===== config.mk =====
export PLATFORM = sky130hd
export DESIGN_NAME = da_fir
export DESIGN_NICKNAME = d
export VERILOG_FILES = /design/src/rtl/da_fir_pkg.sv /design/src/rtl/da_tap_line.sv /design/src/rtl/da_group_lut.sv /design/src/rtl/da_shift_acc.sv /design/src/rtl/da_fir.sv
export SDC_FILE = /design/constraint.sdc
export NUM_CORES = 1
export LEC_CHECK = 0
export ABC_AREA = 1
export CAP_MARGIN = 20
export CORE_MARGIN = 5
export CORE_UTILIZATION = 65
export CTS_BUF_LIST = sky130_fd_sc_hd__clkbuf_16
export DETAILED_ROUTE_END_ITERATION = 10
export DONT_BUFFER_PORTS = 1
export PLACE_DENSITY_LB_ADDON = 0.05
export SETUP_SLACK_MARGIN = 0.5
export SYNTH_ARGS = -nofsm -noshare
export SYNTH_HDL_FRONTEND = slang
export SYNTH_SLANG_ARGS = --single-unit

===== constraint.sdc =====
create_clock -name clk -period 6.3 [get_ports clk]
set_clock_uncertainty 0.2 [all_clocks]
set_input_delay 1.26 -clock clk [delete_from_list [all_inputs] [get_ports clk]]
set_output_delay 1.26 -clock clk [all_outputs]
set_load 0.01 [all_outputs]

===== src/rtl/da_fir_pkg.sv =====
package da_fir_pkg;

  // Sample-engine state: waiting for a sample or stepping through its bits
  typedef enum logic {
    ENG_IDLE = 1'b0,
    ENG_RUN  = 1'b1
  } eng_state_e;

endpackage


===== src/rtl/da_tap_line.sv =====
module da_tap_line #(
  parameter int TAPS  = 8,
  parameter int SMP_W = 8,
  localparam int SEL_W = $clog2(SMP_W)
) (
  input  logic                    clk,
  input  logic                    rst_n,
  input  logic                    load,
  input  logic signed [SMP_W-1:0] din,
  input  logic [SEL_W-1:0]        bit_sel,
  output logic [TAPS-1:0]         slice
);

  logic signed [SMP_W-1:0] taps_q [TAPS];

  // Newest sample lands in tap 0; older ones move one place along
  always_ff @(posedge clk or negedge rst_n) begin
    if (!rst_n) begin
      for (int k = 0; k < TAPS; k++) taps_q[k] <= '0;
    end else if (load) begin
      taps_q[0] <= din;
      for (int k = 1; k < TAPS; k++) taps_q[k] <= taps_q[k-1];
    end
  end

  // One bit of equal weight from every tap
  always_comb begin
    for (int k = 0; k < TAPS; k++) slice[k] = taps_q[k][bit_sel];
  end


  load_shift_chk: assert property (@(posedge clk) disable iff (!rst_n)
    load |=> (taps_q[0] == $past(din)) && (taps_q[1] == $past(taps_q[0])));


  idle_hold_chk: assert property (@(posedge clk) disable iff (!rst_n)
    !load |=> $stable(taps_q[0]) && $stable(taps_q[TAPS-1]));

endmodule


===== src/rtl/da_group_lut.sv =====
module da_group_lut #(
  parameter int COEF_W = 18,
  parameter int TAPS   = 8,
  parameter int LUT_IN = 4,
  parameter int BASE   = 0,
  parameter logic signed [COEF_W-1:0] COEFS [TAPS] = '{default: '0},
  localparam int ROW_W = COEF_W + $clog2(LUT_IN) + 1,
  localparam int HALF  = 1 << (LUT_IN - 1)
) (
  input  logic [LUT_IN-1:0]       addr,
  output logic signed [ROW_W-1:0] q
);

  // Entry j is the signed sum for an address whose top bit is 1; each
  // lower bit counts its coefficient as +1 when set and -1 when clear.
  function automatic logic signed [ROW_W-1:0] row_val(input int j);
    logic signed [ROW_W-1:0] s;
    logic signed [ROW_W-1:0] ck;
    s = ROW_W'(COEFS[BASE + LUT_IN - 1]);
    for (int k = 0; k < LUT_IN - 1; k++) begin
      ck = ROW_W'(COEFS[BASE + k]);
      if (((j >> k) & 1) != 0) s = s + ck;
      else                     s = s - ck;
    end
    return s;
  endfunction

  logic signed [ROW_W-1:0] half_rom [HALF];

  for (genvar j = 0; j < HALF; j++) begin : g_rom
    assign half_rom[j] = row_val(j);
  end

  logic [LUT_IN-2:0] idx;

  // Lower half of the address space is the negation of the upper half
  always_comb begin
    if (addr[LUT_IN-1]) begin
      idx = addr[LUT_IN-2:0];
      q   = half_rom[idx];
    end else begin
      idx = ~addr[LUT_IN-2:0];
      q   = -half_rom[idx];
    end
  end

endmodule


===== src/rtl/da_shift_acc.sv =====
module da_shift_acc #(
  parameter int TERM_W = 23,
  parameter int ACC_W  = 32,
  parameter int SMP_W  = 8
) (
  input  logic                     clk,
  input  logic                     rst_n,
  input  logic                     clr,
  input  logic                     step,
  input  logic                     neg,
  input  logic signed [TERM_W-1:0] term,
  output logic signed [ACC_W-1:0]  acc_d
);

  logic signed [ACC_W-1:0] acc_q;
  logic signed [ACC_W-1:0] ext;

  // Each term is placed SMP_W-1 bits up, so right shifts drop only zeros
  always_comb begin
    ext = ACC_W'(term) <<< (SMP_W - 1);
    if (clr)       acc_d = '0;
    else if (step) acc_d = (acc_q >>> 1) + (neg ? -ext : ext);
    else           acc_d = acc_q;
  end

  always_ff @(posedge clk or negedge rst_n) begin
    if (!rst_n) acc_q <= '0;
    else        acc_q <= acc_d;
  end


  clr_step_excl_chk: assert property (@(posedge clk) disable iff (!rst_n)
    !(clr && step));

endmodule


===== src/rtl/da_fir.sv =====
module da_fir
  import da_fir_pkg::*;
#(
  parameter int TAPS   = 8,
  parameter int SMP_W  = 8,
  parameter int COEF_W = 18,
  parameter int LUT_IN = 4,
  parameter int SCALE  = 16,
  parameter int OUT_W  = 13,
  parameter logic signed [COEF_W-1:0] COEFS [TAPS] = '{
    COEF_W'(3000),  COEF_W'(-7000), COEF_W'(21000), COEF_W'(60000),
    COEF_W'(45000), COEF_W'(12000), COEF_W'(-5000), COEF_W'(1500)}
) (
  input  logic             clk,
  input  logic             rst_n,
  input  logic             in_valid,
  output logic             in_ready,
  input  logic [SMP_W-1:0] in_data,
  output logic             out_valid,
  output logic [OUT_W-1:0] out_data
);

  localparam int NGRP  = TAPS / LUT_IN;
  localparam int CNT_W = $clog2(SMP_W);
  localparam int ROW_W = COEF_W + $clog2(LUT_IN) + 1;
  localparam int SUM_W = ROW_W + $clog2(NGRP) + 1;
  localparam int ACC_W = SUM_W + SMP_W + 1;
  localparam logic [CNT_W-1:0] LAST_BIT = CNT_W'(SMP_W - 1);

  function automatic logic signed [ACC_W-1:0] coef_total();
    logic signed [ACC_W-1:0] s;
    s = '0;
    for (int k = 0; k < TAPS; k++) s = s + ACC_W'(COEFS[k]);
    return s;
  endfunction

  localparam logic signed [ACC_W-1:0] OFFSET = coef_total();

  eng_state_e             state_q;
  logic [CNT_W-1:0]       bit_q;
  logic                   accept;
  logic                   busy;
  logic                   last;
  logic [TAPS-1:0]        slice;
  logic signed [ROW_W-1:0] grp_q [NGRP];
  logic signed [SUM_W-1:0] term;
  logic signed [ACC_W-1:0] acc_d;
  logic signed [ACC_W-1:0] fin;

  assign busy     = (state_q == ENG_RUN);
  assign in_ready = !busy;
  assign accept   = in_valid && !busy;
  assign last     = busy && (bit_q == LAST_BIT);

  da_tap_line #(.TAPS(TAPS), .SMP_W(SMP_W)) u_taps (
    .clk     (clk),
    .rst_n   (rst_n),
    .load    (accept),
    .din     (in_data),
    .bit_sel (bit_q),
    .slice   (slice)
  );

  for (genvar g = 0; g < NGRP; g++) begin : g_grp
    da_group_lut #(
      .COEF_W (COEF_W),
      .TAPS   (TAPS),
      .LUT_IN (LUT_IN),
      .BASE   (g * LUT_IN),
      .COEFS  (COEFS)
    ) u_lut (
      .addr (slice[g*LUT_IN +: LUT_IN]),
      .q    (grp_q[g])
    );
  end

  always_comb begin
    term = '0;
    for (int g = 0; g < NGRP; g++) term = term + SUM_W'(grp_q[g]);
  end

  da_shift_acc #(.TERM_W(SUM_W), .ACC_W(ACC_W), .SMP_W(SMP_W)) u_acc (
    .clk   (clk),
    .rst_n (rst_n),
    .clr   (accept),
    .step  (busy),
    .neg   (last),
    .term  (term),
    .acc_d (acc_d)
  );

  // Remove the coefficient-sum offset, undo the factor of two from the
  // +/-1 recoding, then drop the coefficient scale (floor rounding)
  assign fin = (acc_d - OFFSET) >>> (SCALE + 1);

  always_ff @(posedge clk or negedge rst_n) begin
    if (!rst_n) begin
      state_q   <= ENG_IDLE;
      bit_q     <= '0;
      out_valid <= 1'b0;
      out_data  <= '0;
    end else begin
      out_valid <= 1'b0;
      if (accept) begin
        state_q <= ENG_RUN;
        bit_q   <= '0;
      end else if (busy) begin
        if (last) begin
          state_q   <= ENG_IDLE;
          out_valid <= 1'b1;
          out_data  <= fin[OUT_W-1:0];
        end else begin
          bit_q <= bit_q + 1'b1;
        end
      end
    end
  end


  busy_after_accept_chk: assert property (@(posedge clk) disable iff (!rst_n)
    (in_valid && in_ready) |=> !in_ready);


  out_pulse_chk: assert property (@(posedge clk) disable iff (!rst_n)
    out_valid |=> !out_valid);


  out_latency_chk: assert property (@(posedge clk) disable iff (!rst_n)
    $rose(out_valid) |-> $past(busy) && ($past(bit_q) == LAST_BIT));


  ready_with_result_chk: assert property (@(posedge clk) disable iff (!rst_n)
    out_valid |-> in_ready);


  out_hold_chk: assert property (@(posedge clk) disable iff (!rst_n)
    !out_valid |-> $stable(out_data));

endmodule


# Word level (Yosys, flattened, before mapping)
# Memory sizes are Yosys's and may differ from the RTL's.
# Cells that the tools add are included.
# classes
add_sub_neg,7
multipliers,0
n_div,0
magnitude_cmp,5
n_eq_ne,2
shifts,0
mux,38
bitwise,7
reduce_logical,6
# ops
cell,n
2-to-1 mux 21 bit,10
2-to-1 mux 32 bit,3
negation 21 bit,2
adder 31 x 32 -> 32 bit,1
negation 29 -> 32 bit,1
subtractor 30 x 18 -> 30 bit (second input constant),1
binary-select mux 1 bit (select 3 bit),8
adder 21 x 21 -> 22 bit,1
greater-or-equal comparator 4 bit (second input constant),4
NOT 3 -> 4 bit,4
2-to-1 mux 1 bit,14
2-to-1 mux 3 bit,3
NOT 3 bit,2
less-than comparator 3 x 4 -> 1 bit (second input constant),1
adder 3 x 1 -> 3 bit (second input constant),1
== test 3 bit (second input constant),1
AND reduction 3 bit,1
logical AND 1 bit,2
inequality test 2 bit (second input constant),1
AND reduction 2 bit,1
nonzero test 2 bit,1
zero test 1 bit,1
NOT 1 bit,1
# totals
ff_bits,114
latchBits,0
mem_bits_rw,0
mem_bits_ro,672
inputBits,11
output_inout_bits,15
elab_cells,82
mem_count,4
# mem_list
memory,depth,word_bits,read_ports,rd_clocked_by_memory_dff,write_ports,line_no,rtl
(name not given),8,21,1,0,0,da_group_lut.sv:43,q = -half_rom[idx];
(name not given),8,21,1,0,0,da_group_lut.sv:43,
(name not given),8,21,1,0,0,da_group_lut.sv:40,q = half_rom[idx];
(name not given),8,21,1,0,0,da_group_lut.sv:40,

# Logic depth before layout (Yosys ltp)
# logic_depth
word_depth,16
depth_mapped,45
ltp_nobuf,42

# Hierarchy
# From an unflattened synthesis, not the netlist that was laid out.
# hier_totals
cells_unflattened,1611
area_unflattened_um2,10148.5
# by_module_without_submodules
mod,n_inst,cells_each,area_per_inst_um2,seq_area_each_um2
da_shift_acc,1,555,3467.1,800.8
da_tap_line,1,420,3178.0,1601.5
da_fir,1,496,2698.8,450.4
da_group_lut (g_grp[0].u_lut),1,85,481.7,0.0
da_group_lut (g_grp[1].u_lut),1,55,322.8,0.0

# Least setup slack after synthesis
# OpenSTA, ideal clock, no wires.
# synth_path
kind,register -> register
start,register bit_q[0]
end,register out_data[12]
setup_time_ns,0.117
t_arrival_ns,5.090
required_time_ns,5.983
setup_slack_ns,0.893
stages_incl_launch_ff,39
n_path_buf,3
synth_period_minus_slack_ns,5.407
path_cell_list,dfrtp_1 buf_6 inv_2 buf_2 buf_2 a21oi_1 o21ai_0 nand2_1 inv_1 o21ai_0 inv_1 ha_1 or2_1 o21ai_0 o21ai_1 ha_1 a21oi_1 o21ai_0 (+3 left out) nand2_1 nand2_1 nand2_1 nand2_1 nand2_1 ha_1 a21oi_1 o21ai_0 a21oi_1 nand3_1 nand2_1 nor2_1 nor2_2 nand2_1 nor2_1 nand3_1 nand3_1 nand2_1
# synth_via
elab_chain_cells,16
word_cells_on_any_way,48
classes_between,add/sub (6); eq/ne (1); mux (29); bitwise (6); reduce/logical (2); memory (4)
# synth_rtl
element,line_no,rtl
"start, declared",da_fir.sv:40,logic [CNT_W-1:0] bit_q;
"start signal, assigned",da_fir.sv:113,bit_q <= bit_q + 1'b1;
binary-select mux 1 bit (select 3 bit),da_tap_line.sv:28,for (int k = 0; k < TAPS; k++) slice[k] = taps_q[k][bit_sel];
2-to-1 mux 1 bit (not written as such),da_tap_line.sv:28,
NOT 3 bit,da_group_lut.sv:42,idx = ~addr[LUT_IN-2:0];
NOT 3 -> 4 bit (not written as such),da_group_lut.sv:43,
memory read (8 x 21 bit),--,
2-to-1 mux 21 bit (not written as such) (2 in a row),da_group_lut.sv:43,
negation 21 bit,da_group_lut.sv:43,
2-to-1 mux 21 bit,da_group_lut.sv:38,if (addr[LUT_IN-1]) begin
adder 21 x 21 -> 22 bit,da_fir.sv:79,for (int g = 0; g < NGRP; g++) term = term + SUM_W'(grp_q[g]);
negation 29 -> 32 bit,da_shift_acc.sv:22,else if (step) acc_d = (acc_q >>> 1) + (neg ? -ext : ext);
2-to-1 mux 32 bit,da_shift_acc.sv:22,
adder 31 x 32 -> 32 bit,da_shift_acc.sv:22,
2-to-1 mux 32 bit,da_shift_acc.sv:22,
2-to-1 mux 32 bit,da_shift_acc.sv:21,if (clr) acc_d = '0;
subtractor 30 x 18 -> 30 bit,da_fir.sv:94,assign fin = (acc_d - OFFSET) >>> (SCALE + 1);
"end signal, assigned",da_fir.sv:111,out_data <= fin[OUT_W-1:0];
"end, declared",da_fir.sv:20,output logic [OUT_W-1:0] out_data
# Parallel ways exist; a longest one is shown, timed or not. The select of a mux whose other input is x is not followed.
# A chain may end at the register's enable or synchronous reset.

# Worst setup path in the final report
# layout_path
start,register bit_q[1]
end,register out_data[11]
# layout_via
elab_chain_cells,16
word_cells_on_any_way,48
classes_between,add/sub (6); eq/ne (1); mux (29); bitwise (6); reduce/logical (2); memory (4)
# layout_rtl
element,line_no,rtl
binary-select mux 1 bit (select 3 bit),da_tap_line.sv:28,
2-to-1 mux 1 bit (not written as such),da_tap_line.sv:28,
NOT 3 bit,da_group_lut.sv:42,
NOT 3 -> 4 bit (not written as such),da_group_lut.sv:43,
memory read (8 x 21 bit),--,
2-to-1 mux 21 bit (not written as such) (2 in a row),da_group_lut.sv:43,
negation 21 bit,da_group_lut.sv:43,
2-to-1 mux 21 bit,da_group_lut.sv:38,
adder 21 x 21 -> 22 bit,da_fir.sv:79,
negation 29 -> 32 bit,da_shift_acc.sv:22,
2-to-1 mux 32 bit (*),da_shift_acc.sv:22,
adder 31 x 32 -> 32 bit (*),da_shift_acc.sv:22,
2-to-1 mux 32 bit (*),da_shift_acc.sv:22,
2-to-1 mux 32 bit (*),da_shift_acc.sv:21,
named net acc_d[28],da_fir.sv:47,logic signed [ACC_W-1:0] acc_d;
subtractor 30 x 18 -> 30 bit (*),da_fir.sv:94,
# Mark *: on every way through the listed nets, which the timed path passes. The rest lies on a longest branch. The select of a mux whose other input is x is not followed.

==> reports/results.ini <==
[floorplanning]
core_um2 = 12600
die_w_um = 123
die-area_um2 = 15200
initial_utilization = 0.662
core.rowCount = 41
ios = 26
die_h_um = 123

[synth]
ys_ff_latch = 112
synthCells = 1173
synthDistinctLibCells = 46
ys_seq_area_frac = 0.337
ys.flop_type = dfrtp_1
yosysWarnings = 0
netlist_area_um2 = 8320
syn_avg_cell_area_um2 = 7.10
synth_edf_count = 0
syn_nets = 1237
synthArstFlopShare = 1.00

[timing]
slew_headroom = 0.549
fin_crit_sh = 0.880
hold_violations = 0
fin_ws_ps = 756
fin_crit_ps = 5540
tightest_slew_ps = 676
fin_setup_tns_ps = 0
setup_viol = 0
rsz0062_at_grt = false
fmax_ghz = 0.180
slew_viol_final = 0

[drt]
ant_nets = 0
drt-pass1-iter-count = 5
vias = 7480
drc = 0
wl_mm = 20.9
drt_iter0_drc = 572
vias_per_cell = 5.52
wire_per_inst_um = 15.4

[clock_network]
cts_sinks = 112
clock_path_buffers = 2
insertion_delay_ps = 370
cts-root-buf = clkbuf_16
cts-htree-levels = 3
cts_buffers = 9
path_clk_slew_ps = 80
cts_tree = yes

[worst_hold_path]
min_path_cells = 2
worstHoldStart = u_taps.taps_q[22]
min_path_type = flop to flop
whs_endpoint = u_taps.taps_q[22]

[placement]
post-dp-hpwl_mm = 15.3
pre_cts_ws_ps = 284
port_buffers = 0
gp_congestion = 0.937

[critical_path]
path_delay_family = simple AND/OR/NAND/NOR gates
endpoint_kind = flop
cp.arrival_ps = 5600
crit_type = flop to flop
worstReg2RegStart = bit_q[1]
critPathMaxStageDelay_ps = 400
r2r-end = out_data[11]
cp_slowest_cell = ha_1
critPathMaxFanout = 10
cp_num_buf_inv = 7
path_common_cell = nand2_1
crit_path_start_kind = flop
reg2regPathDepth = 36
required_ps = 6360
reg2reg_slack_ps = 760

[layout]
antennaDiodeCount = 0
area_growth_pct = 10.1
fin_nets = 1242
drive_above_1_share = 0.158

[grt]
track_usage = 0.282
antenna_found_initial = 0
globalRouteOverflowTotal = 0
grt_pass1_wl_mm = 33.9
grt_max_degree = 113
grt_pass1_vias = 6944

[status]
status = finished clean

[flow_run]
drv_cap = 0

-- Yosys cell counts (5+ instances only) --
cell type,instances,area [um2]
nor2_4,9,101
buf_1,5,18.8
o211ai_1,6,45.0
o21ai_0,88,440
inv_2,15,56.3
nand2_2,21,131
ha_1,52,651
nand4_1,9,56.3
nand3b_1,7,52.6
nor2_2,11,68.8
nor2_1,73,274
clkbuf_1,11,41.3
nand3_1,59,295
o21ai_1,15,75.1
xnor2_1,19,166
mux2_2,16,180
buf_2,11,55.1
dfrtp_1,112,2800
nand3_2,7,70.1
a21oi_1,82,410
xor2_1,11,96.3
inv_1,154,578
nand2_1,331,1240
-- logic make-up (layout without fill, tap and decap cells) --
logic type,Yosys count,count (layout),synth area share
AND/OR/NAND/NOR,543,543,0.291
buffers and inverters,206,216,0.100
flip-flops,112,112,0.337
adder cells (fa/ha/maj),53,53,0.0806
XOR/XNOR,30,30,0.0316
AO/OA/AOI/OAI,213,213,0.139
multiplexers,16,16,0.0216
-- final cells by class --
cell class / count / area [um2]
clock buffer: 9 / 225
clock inverter: 7 / 63.8
fill: 1031 / 3410
inverter: 171 / 651
multi-input combinational: 855 / 4960
sequential: 112 / 2800
tap: 172 / 215
timing repair buffer: 29 / 236
-- through the flow --
stage	std cells	hold WS (ps)	cell area [um2]	util
after floorplan	1173	239	8320	-
after global placement	1321	262	8440	0.671
after detailed placement	1321	269	8440	0.671
after CTS	1337	292	8760	0.697
after global routing	1355	311	9160	0.729
final	1355	289	9160	0.729
-- state kept, by name (all words and copies together) (netlist names) --
name and count:
bit_q 3, u_acc.acc_q 30, busy 1, out_valid 1
out_data 13, u_taps.taps_q 64
-- cells in the final DEF (no fill, tap or decap), types with 3 or more instances in the layout --
| cell type | netlist | layout |
|---|---|---|
| clkinv_1 | 2 | 4 |
| nand2_2 | 21 | 29 |
| ha_4 | 0 | 9 |
| ha_1 | 52 | 43 |
| o21ai_1 | 15 | 18 |
| nor2_4 | 9 | 9 |
| o21ai_0 | 88 | 82 |
| buf_6 | 4 | 3 |
| mux2_2 | 16 | 16 |
| inv_2 | 15 | 18 |
| or2_2 | 3 | 3 |
| o21ai_4 | 1 | 5 |
| xnor2_1 | 19 | 19 |
| clkbuf_16 | 0 | 9 |
| nand3_2 | 7 | 8 |
| buf_4 | 4 | 25 |
| nand4_1 | 9 | 9 |
| nor2_2 | 11 | 14 |
| nand2_1 | 331 | 321 |
| nand3_1 | 59 | 58 |
| a31oi_1 | 4 | 4 |
| nand3b_1 | 7 | 7 |
| nor3_1 | 4 | 3 |
| inv_1 | 154 | 148 |
| nand2_4 | 4 | 6 |
| a21oi_1 | 82 | 72 |
| xor2_1 | 11 | 10 |
| nor2_1 | 73 | 70 |
| dfrtp_1 | 112 | 111 |
| o211ai_1 | 6 | 6 |
| a21oi_2 | 2 | 12 |
-- worst register-to-register path: cells and delay by family (launching register included) --
family	cells	cell delay [ps]
simple gates	19	2070
fa+ha+maj	3	1000
buf+inv	7	810
compound gates	6	770
flops	1	390
xor+xnor	1	190
-- timing repair --
action	in CTS	in global routing
hold buffers	0	0
gates resized for setup	8	64
pin swaps	0	23
buffers inserted	0	18
setup endpoints to repair	8	17
-- how the worst max path moves through the flow --
stage	start	end	depth (start not counted)
after CTS	bit_q[0]	out_data[12]	36
final	bit_q[1]	out_data[11]	36
after detailed placement	bit_q[0]	out_data[12]	36
after floorplan	bit_q[0]	out_data[12]	38
after global placement	bit_q[0]	out_data[12]	35
after global routing	bit_q[0]	out_data[12]	34
-- layer usage --
metal  global-route usage  wire [um]  up-vias
met4               0.0810        471        0
li1                     -          -     3754
met2                0.469      10100      214
met5                    0          0        -
met3               0.0430       1110       32
met1                0.384       9260     3480
Power is not shown: default switching activity piles up to over one toggle a cycle in this logic, so the estimate is an artifact.
